<file path="config.mk">
export PLATFORM = sky130hd
export DESIGN_NAME = thread_fetch_seq
export DESIGN_NICKNAME = d
export VERILOG_FILES = /design/src/rtl/fsq_pkg.sv /design/src/rtl/fsq_stall_track.sv /design/src/rtl/fsq_thread_ctl.sv /design/src/rtl/fsq_activity.sv /design/src/rtl/thread_fetch_seq.sv
export SDC_FILE = /design/constraint.sdc
export NUM_CORES = 1
export LEC_CHECK = 0
export BUFFER_PORTS_ARGS = -buffer_cell sky130_fd_sc_hd__buf_2
export CAP_MARGIN = 20
export CORE_ASPECT_RATIO = 1.2
export CORE_UTILIZATION = 30
export CTS_CLUSTER_DIAMETER = 150
export CTS_CLUSTER_SIZE = 12
export DETAILED_ROUTE_END_ITERATION = 7
export HOLD_SLACK_MARGIN = 0.03
export PLACE_DENSITY_LB_ADDON = 0.12
export SYNTH_ARGS = -nofsm -noshare
export SYNTH_HDL_FRONTEND = slang
export SYNTH_SLANG_ARGS = --single-unit
</file>
<file path="constraint.sdc">
create_clock -name clk -period 4.3 [get_ports clk]
set_clock_uncertainty 0.1 [all_clocks]
set_input_delay 0.86 -clock clk [delete_from_list [all_inputs] [get_ports clk]]
set_output_delay 0.86 -clock clk [all_outputs]
set_load 0.02 [all_outputs]
</file>
<file path="src/rtl/fsq_pkg.sv">
package fsq_pkg;

   localparam int unsigned ST_W  = 4;
   localparam int unsigned N_SRC = 4;   // decode, rename, execute, commit

   typedef enum logic [ST_W-1:0] {
      ST_RUN      = 4'd0,
      ST_IDLE     = 4'd1,
      ST_SQUASH   = 4'd2,
      ST_BLOCKED  = 4'd3,
      ST_TRAP_PND = 4'd4,
      ST_QUI_PND  = 4'd5,
      ST_RETRY    = 4'd6,
      ST_WAIT_RSP = 4'd7,
      ST_ACC_DONE = 4'd8
   } fsq_state_t;

   function automatic logic fsq_is_busy(fsq_state_t s);
      return (s == ST_RUN) || (s == ST_SQUASH) || (s == ST_ACC_DONE);
   endfunction

endpackage

</file>
<file path="src/rtl/fsq_stall_track.sv">
module fsq_stall_track #(
   parameter int unsigned NT    = 2,
   parameter int unsigned NSRC  = 4
) (
   input  logic                      clk,
   input  logic                      rst_n,
   input  logic [NSRC-1:0][NT-1:0]   blk,
   input  logic [NSRC-1:0][NT-1:0]   unblk,
   output logic [NT-1:0]             stall_nxt
);

   logic [NSRC-1:0][NT-1:0] flag_q;
   logic [NSRC-1:0][NT-1:0] flag_d;

   for (genvar s = 0; s < NSRC; s++) begin : g_src
      for (genvar t = 0; t < NT; t++) begin : g_thr
         always_comb begin
            if (blk[s][t])
               flag_d[s][t] = 1'b1;
            else if (unblk[s][t])
               flag_d[s][t] = 1'b0;
            else
               flag_d[s][t] = flag_q[s][t];
         end
      end
   end

   always_ff @(posedge clk or negedge rst_n) begin
      if (!rst_n)
         flag_q <= '0;
      else
         flag_q <= flag_d;
   end

   always_comb begin
      stall_nxt = '0;
      for (int s = 0; s < NSRC; s++)
         stall_nxt = stall_nxt | flag_d[s];
   end

endmodule

</file>
<file path="src/rtl/fsq_thread_ctl.sv">
module fsq_thread_ctl
   import fsq_pkg::*;
#(
   parameter int unsigned AW         = 32,
   parameter int unsigned INST_BYTES = 4,
   parameter logic [AW-1:0] RESET_PC = '0,
   parameter bit          NPC_REG    = 1'b1
) (
   input  logic            clk,
   input  logic            rst_n,
   input  logic            cmt_vld,
   input  logic [AW-1:0]   cmt_pc,
   input  logic            rob_sq,
   input  logic            dec_vld,
   input  logic [AW-1:0]   dec_pc,
   input  logic            stall,
   input  logic            ev_issue,
   input  logic            ev_nack,
   input  logic            ev_retry_ok,
   input  logic            ev_resp,
   input  logic            ev_fetch,
   input  logic            ev_quiesce,
   input  logic            ev_fault,
   input  logic            ev_wake,
   output fsq_state_t      st_q,
   output fsq_state_t      st_d,
   output logic [AW-1:0]   pc,
   output logic [AW-1:0]   npc
);

   localparam logic [AW-1:0] STEP = AW'(INST_BYTES);

   logic [AW-1:0] pc_q;
   logic          redir;
   logic [AW-1:0] tgt;
   logic          stall_exempt;

   assign stall_exempt = (st_q == ST_WAIT_RSP) || (st_q == ST_QUI_PND) ||
                         (st_q == ST_TRAP_PND);

   always_comb begin
      st_d  = st_q;
      redir = 1'b0;
      tgt   = pc_q;
      if (cmt_vld) begin
         redir = 1'b1;
         tgt   = cmt_pc;
         st_d  = ST_SQUASH;
      end else if (rob_sq) begin
         st_d  = ST_SQUASH;
      end else if (dec_vld && (st_q != ST_SQUASH)) begin
         redir = 1'b1;
         tgt   = dec_pc;
         st_d  = ST_SQUASH;
      end else if (stall && !stall_exempt) begin
         st_d  = ST_BLOCKED;
      end else if ((st_q == ST_BLOCKED) || (st_q == ST_SQUASH)) begin
         st_d  = ST_RUN;
      end else begin
         case (st_q)
            ST_RUN: begin
               if (ev_quiesce)     st_d = ST_QUI_PND;
               else if (ev_fault)  st_d = ST_TRAP_PND;
               else if (ev_issue)  st_d = ST_WAIT_RSP;
               else if (ev_nack)   st_d = ST_RETRY;
            end
            ST_RETRY:    if (ev_retry_ok) st_d = ST_WAIT_RSP;
            ST_WAIT_RSP: if (ev_resp) st_d = stall ? ST_BLOCKED : ST_ACC_DONE;
            ST_ACC_DONE: if (ev_fetch) st_d = ST_RUN;
            ST_QUI_PND,
            ST_TRAP_PND: if (ev_wake) st_d = ST_RUN;
            default: ;
         endcase
      end
   end

   always_ff @(posedge clk or negedge rst_n) begin
      if (!rst_n) begin
         st_q <= ST_RUN;
         pc_q <= RESET_PC;
      end else begin
         st_q <= st_d;
         if (redir)
            pc_q <= tgt;
      end
   end

   assign pc = pc_q;

   if (NPC_REG) begin : g_npc_reg
      logic [AW-1:0] npc_q;
      always_ff @(posedge clk or negedge rst_n) begin
         if (!rst_n)
            npc_q <= RESET_PC + STEP;
         else if (redir)
            npc_q <= tgt + STEP;
      end
      assign npc = npc_q;
   end else begin : g_npc_add
      assign npc = pc_q + STEP;
   end

endmodule

</file>
<file path="src/rtl/fsq_activity.sv">
module fsq_activity
   import fsq_pkg::*;
#(
   parameter int unsigned NT = 2
) (
   input  logic                   clk,
   input  logic                   rst_n,
   input  logic [NT-1:0]          thr_active,
   input  fsq_state_t [NT-1:0]    st_q,
   input  fsq_state_t [NT-1:0]    st_d,
   output logic                   chg,
   output logic                   act
);

   logic [NT-1:0] moved;
   logic [NT-1:0] busy;

   for (genvar t = 0; t < NT; t++) begin : g_thr
      assign moved[t] = (st_d[t] != st_q[t]);
      assign busy[t]  = thr_active[t] && fsq_is_busy(st_d[t]);
   end

   always_ff @(posedge clk or negedge rst_n) begin
      if (!rst_n) begin
         chg <= 1'b0;
         act <= 1'b0;
      end else begin
         chg <= |moved;
         act <= |busy;
      end
   end

endmodule

</file>
<file path="src/rtl/thread_fetch_seq.sv">
module thread_fetch_seq
   import fsq_pkg::*;
#(
   parameter int unsigned   NT         = 2,
   parameter int unsigned   AW         = 32,
   parameter int unsigned   INST_BYTES = 4,
   parameter logic [AW-1:0] RESET_PC   = AW'(32'h0000_1000),
   parameter bit            NPC_REG    = 1'b1
) (
   input  logic                 clk,
   input  logic                 rst_n,
   input  logic [NT-1:0]        thr_active_i,
   input  logic [NT-1:0]        blk_dec_i,
   input  logic [NT-1:0]        unblk_dec_i,
   input  logic [NT-1:0]        blk_ren_i,
   input  logic [NT-1:0]        unblk_ren_i,
   input  logic [NT-1:0]        blk_exe_i,
   input  logic [NT-1:0]        unblk_exe_i,
   input  logic [NT-1:0]        blk_cmt_i,
   input  logic [NT-1:0]        unblk_cmt_i,
   input  logic [NT-1:0]        cmt_sq_i,
   input  logic [NT*AW-1:0]     cmt_pc_i,
   input  logic [NT-1:0]        rob_sq_i,
   input  logic [NT-1:0]        dec_sq_i,
   input  logic [NT*AW-1:0]     dec_pc_i,
   input  logic [NT-1:0]        req_issue_i,
   input  logic [NT-1:0]        req_nack_i,
   input  logic [NT-1:0]        retry_ok_i,
   input  logic [NT-1:0]        resp_done_i,
   input  logic [NT-1:0]        fetch_opp_i,
   input  logic [NT-1:0]        quiesce_i,
   input  logic [NT-1:0]        fault_i,
   input  logic [NT-1:0]        wake_i,
   output logic [NT*ST_W-1:0]   thr_state_o,
   output logic [NT*AW-1:0]     pc_o,
   output logic [NT*AW-1:0]     npc_o,
   output logic                 st_chg_o,
   output logic                 stage_active_o
);

   if (NT < 1) begin : g_bad_nt
      $error("thread_fetch_seq: NT must be at least 1");
   end
   if (AW < 8) begin : g_bad_aw
      $error("thread_fetch_seq: AW must be at least 8");
   end
   if ((INST_BYTES == 0) || ((INST_BYTES & (INST_BYTES - 1)) != 0)) begin : g_bad_ib
      $error("thread_fetch_seq: INST_BYTES must be a power of two");
   end

   logic [N_SRC-1:0][NT-1:0] blk_v;
   logic [N_SRC-1:0][NT-1:0] unblk_v;
   logic [NT-1:0]            stall_nxt;
   fsq_state_t [NT-1:0]      st_q;
   fsq_state_t [NT-1:0]      st_d;

   assign blk_v   = {blk_cmt_i,   blk_exe_i,   blk_ren_i,   blk_dec_i};
   assign unblk_v = {unblk_cmt_i, unblk_exe_i, unblk_ren_i, unblk_dec_i};

   fsq_stall_track #(.NT(NT), .NSRC(N_SRC)) u_stall (
      .clk       (clk),
      .rst_n     (rst_n),
      .blk       (blk_v),
      .unblk     (unblk_v),
      .stall_nxt (stall_nxt)
   );

   for (genvar t = 0; t < NT; t++) begin : g_thr
      fsq_thread_ctl #(
         .AW(AW), .INST_BYTES(INST_BYTES), .RESET_PC(RESET_PC), .NPC_REG(NPC_REG)
      ) u_ctl (
         .clk         (clk),
         .rst_n       (rst_n),
         .cmt_vld     (cmt_sq_i[t]),
         .cmt_pc      (cmt_pc_i[t*AW +: AW]),
         .rob_sq      (rob_sq_i[t]),
         .dec_vld     (dec_sq_i[t]),
         .dec_pc      (dec_pc_i[t*AW +: AW]),
         .stall       (stall_nxt[t]),
         .ev_issue    (req_issue_i[t]),
         .ev_nack     (req_nack_i[t]),
         .ev_retry_ok (retry_ok_i[t]),
         .ev_resp     (resp_done_i[t]),
         .ev_fetch    (fetch_opp_i[t]),
         .ev_quiesce  (quiesce_i[t]),
         .ev_fault    (fault_i[t]),
         .ev_wake     (wake_i[t]),
         .st_q        (st_q[t]),
         .st_d        (st_d[t]),
         .pc          (pc_o[t*AW +: AW]),
         .npc         (npc_o[t*AW +: AW])
      );
      assign thr_state_o[t*ST_W +: ST_W] = st_q[t];
   end

   fsq_activity #(.NT(NT)) u_act (
      .clk        (clk),
      .rst_n      (rst_n),
      .thr_active (thr_active_i),
      .st_q       (st_q),
      .st_d       (st_d),
      .chg        (st_chg_o),
      .act        (stage_active_o)
   );

endmodule

</file>
==> flow_summary_export.csv <==
group,metric,value,unit
run_status,outcome,"completed",
cts,htreeDepth,4,
worst_setup_path,slowest_delay,640,ps
detailed_routing,antenna_left,0,
yosys,synth_edf_count,0,
detailed_routing,drt_iter0_drc,439,
placed_design,port_buffers,307,
power,power_switching,1.306,mW
yosys,syn_area_per_cell,8.900,um^2
worst_setup_path,r2r_slack,590,ps
sta,worst_pin_slew,873.2,ps
yosys,ys_top_cells_by_area,"dfrtp_1 40%, o21ai_0 5.2%, nand2_1 3.6%",
worst_setup_path,worstPathCellList,"nor4b_4, buf_4, nor2_1, o311ai_1, nand4_1, nor4_1, and4_1, mux2_1, o221ai_1",
sta,finalSetupViolations,0,
yosys,syn_inst,960,
die,initial_core_util,0.3052,
worst_setup_path,reg2reg_to,"g_thr[0].u_ctl.npc[31]$_DFFE_PN0P_",
yosys,synth_top_area_cell,"dfrtp_1",
yosys,synth_async_sr_flop_share,1.000,
yosys,ys_seq_area_frac,0.4168,
cts,postCtsHoldBufs,0,
layout,drive_gt1_frac,0.3352,
sta,period_minus_slack,3709,ps
yosys,synth-warning-count,0,
worst_setup_path,crit_family,"simple AND/OR/NAND/NOR gates",
sta,min_period_over_period,0.8627,
sta,setup_tns,0,ps
placed_design,gp_congestion,0.8591,
placed_design,post-dp-hpwl,22980,um
detailed_routing,vias,8599,
cts,cts_max_path_buffers,2,
cts,cts_tree,"yes",
power,swShare,0.3260,
cts,root_buffer,"clkbuf_16",
layout,diodes,0,
worst_setup_path,crit_buf_inv,1,
detailed_routing,drtPass1Iterations,5,
die,fp.dieW,156.1,um
sta,setup_ws,590.5,ps
power,p_int,2.701,mW
worst_setup_path,crit_required,4540,ps
power,cellPowerDensity,362.0,mW/mm^2
sta,slew_headroom,0.4028,
cts,clk_pin_slew,60,ps
die,core,0.02800,mm^2
worst_setup_path,worstPathArrival,3950,ps
sta,slew_viol_final,0,
layout,layout.nets,1425,
cts,cts_resized,0,
cts,cts.sinks,142,
cts,numCtsBuffers,17,
worst_setup_path,reg2reg_depth,9,
placed_design,pre_cts_slack,447.4,ps
power,totalPowerFinal,4.007,mW
grt,grt_max_degree,84,
grt,grt_pass1_vias,8519,
power,pwr-share-clk,0.367,
yosys,yosysUniqueCellTypes,85,
detailed_routing,avgRoutedWirePerCell,18.64,um
yosys,yosysTopAreaCellShare,0.3983,
grt,antenna_found_initial,0,
yosys,synth_flop_cell,"dfrtp_1",
flow_run,max-cap-violations,0,
power,pwr-share-seq,0.391,
detailed_routing,drc_errors,0,
yosys,synth_area,0.008544,mm^2
worst_setup_path,critical-path-slowest-cell,"dfrtp_1",
worst_setup_path,worstReg2RegStart,"g_thr[0].u_ctl.st_q[1]$_DFF_PN0_",
worst_hold_path,hp-class,"primary input to asynchronous set/reset pin",
die,die_area,0.02916,mm^2
power,leakagePower,4.972,nW
die,chipHeight,186.9,um
worst_setup_path,cp-end-kind,"flop",
sta,hold_viol_final,0,
grt,grt_pass1_wl,47820,um
die,pin_count,308,
worst_setup_path,path_max_fanout,25,
die,rows,67,
cts,clk_latency,430,ps
worst_setup_path,crit_type,"flop to flop",
yosys,synth_nets,1132,
layout,syn2layout_area_growth,29.56,%
worst_setup_path,crit_path_start_kind,"flop",
grt,globalRouteOverflowTotal,0,
power,peakVddDrop,0.2443,mV
sta,max_freq,269.6,MHz
grt,grt_usage,0.2127,
yosys,ys_ff_latch,142,
sta,rsz0062_at_grt,"false",
cts,cts_setup_buffers,0,
power,combPwrFrac,0.243,
detailed_routing,viasPerCell,5.231,
detailed_routing,drt_wl_total,30650,um
-- cells in the mapped netlist (4+ instances only) --
| master | number |
|---|---|
| buf_6 | 6 |
| nor2_1 | 76 |
| xor2_1 | 32 |
| or3_1 | 4 |
| a31oi_2 | 8 |
| a2bb2oi_1 | 8 |
| a2111oi_0 | 4 |
| and3_1 | 9 |
| nor3_1 | 12 |
| nand4_1 | 26 |
| a31oi_1 | 46 |
| a21oi_1 | 30 |
| inv_1 | 30 |
| mux2i_1 | 15 |
| o221ai_1 | 7 |
| a21o_1 | 9 |
| and2_1 | 9 |
| xnor2_1 | 30 |
| nand2b_1 | 10 |
| nand3_1 | 60 |
| o21ai_0 | 88 |
| dfstp_2 | 6 |
| buf_1 | 8 |
| buf_2 | 12 |
| dfrtp_1 | 136 |
| o21ai_1 | 29 |
| nor4_1 | 9 |
| clkbuf_1 | 33 |
| nand2_1 | 83 |
| nor2b_1 | 10 |
| mux2_1 | 6 |
| a2bb2oi_2 | 4 |
| buf_4 | 7 |
| a211o_1 | 11 |
-- registers in the layout, indices dropped and copies added (netlist names) --
name and count:
u_act.act 1, g_thr.u_ctl.npc 64, g_thr.u_ctl.st_q 8, u_act.chg 1
g_thr.u_ctl.pc 60, u_stall.flag_q 8
-- metal layers --
metal	up-vias	share of wire	GRT usage
met5	-	0	0
met4	0	0.021	0.06976
met3	44	0.065	0.04518
met2	353	0.48	0.3558
met1	4119	0.43	0.2706
li1	4083	-	-
-- layout by cell type (no fill, tap or decap), types with 32 or more instances in the layout --
cell type / n
dfrtp_1: 136
nand2_1: 83
xor2_1: 32
nand3_1: 60
nor2_1: 75
buf_4: 32
buf_2: 306
a31oi_1: 46
o21ai_0: 88
-- worst max path at each step --
stage | start | to | slack (ps) | depth (start not counted)
2_1_floorplan | dec_sq_i[0] | g_thr[0].u_ctl.npc[30]$_DFFE_PN0P_ | 740 | 13
3_3_place_gp | rob_sq_i[0] | g_thr[0].u_ctl.npc[31]$_DFFE_PN0P_ | 450 | 10
3_5_place_dp | dec_sq_i[1] | g_thr[1].u_ctl.npc[31]$_DFFE_PN0P_ | 450 | 10
4_1_cts | g_thr[0].u_ctl.st_q[1]$_DFF_PN0_ | g_thr[0].u_ctl.npc[31]$_DFFE_PN0P_ | 610 | 9
5_1_grt | g_thr[0].u_ctl.st_q[1]$_DFF_PN0_ | g_thr[0].u_ctl.npc[31]$_DFFE_PN0P_ | 300 | 9
6_report | g_thr[0].u_ctl.st_q[1]$_DFF_PN0_ | g_thr[0].u_ctl.npc[31]$_DFFE_PN0P_ | 590 | 9
-- per-stage QoR --
step	hold slack, ps	std cells	util	cell area (um^2)
after floorplan	332.0	960	-	8544
after global placement	348.5	1613	0.3754	10510
after detailed placement	360.0	1613	0.3754	10510
after CTS	379.3	1644	0.3954	11070
after global routing	404.7	1644	0.3954	11070
final	356.4	1644	0.3954	11070
-- layout make-up --
type	instances	area, um^2
timing repair buffer	341	1823
multi-input combinational	720	4536
fill	2992	16930
clock inverter	8	92.59
clock buffer	23	467.9
sequential	142	3561
inverter	31	116.4
tap	379	474.2
-- kinds of logic after synthesis --
logic type,after synthesis,share of synthesized area
AOI/OAI and AO/OA,285,0.2201
xor gates and xnor gates,62,0.06355
adders and majority gates,2,0.002928
buffers and inverters,98,0.05330
DFF,142,0.4168
muxes,24,0.02943
and+or+nand+nor,347,0.2139
-- power groups by stage --
stage / Clock, mW / Combinational, mW / Sequential (mW)
floorplan: 0 / 0.404 / 1.74
global placement: 0 / 0.981 / 1.59
detailed placement: 0 / 0.982 / 1.59
CTS: 1.51 / 0.984 / 1.57
global route: 1.56 / 1.06 / 1.58
finish: 1.47 / 0.972 / 1.57
Power figures use the tool's default switching activity.
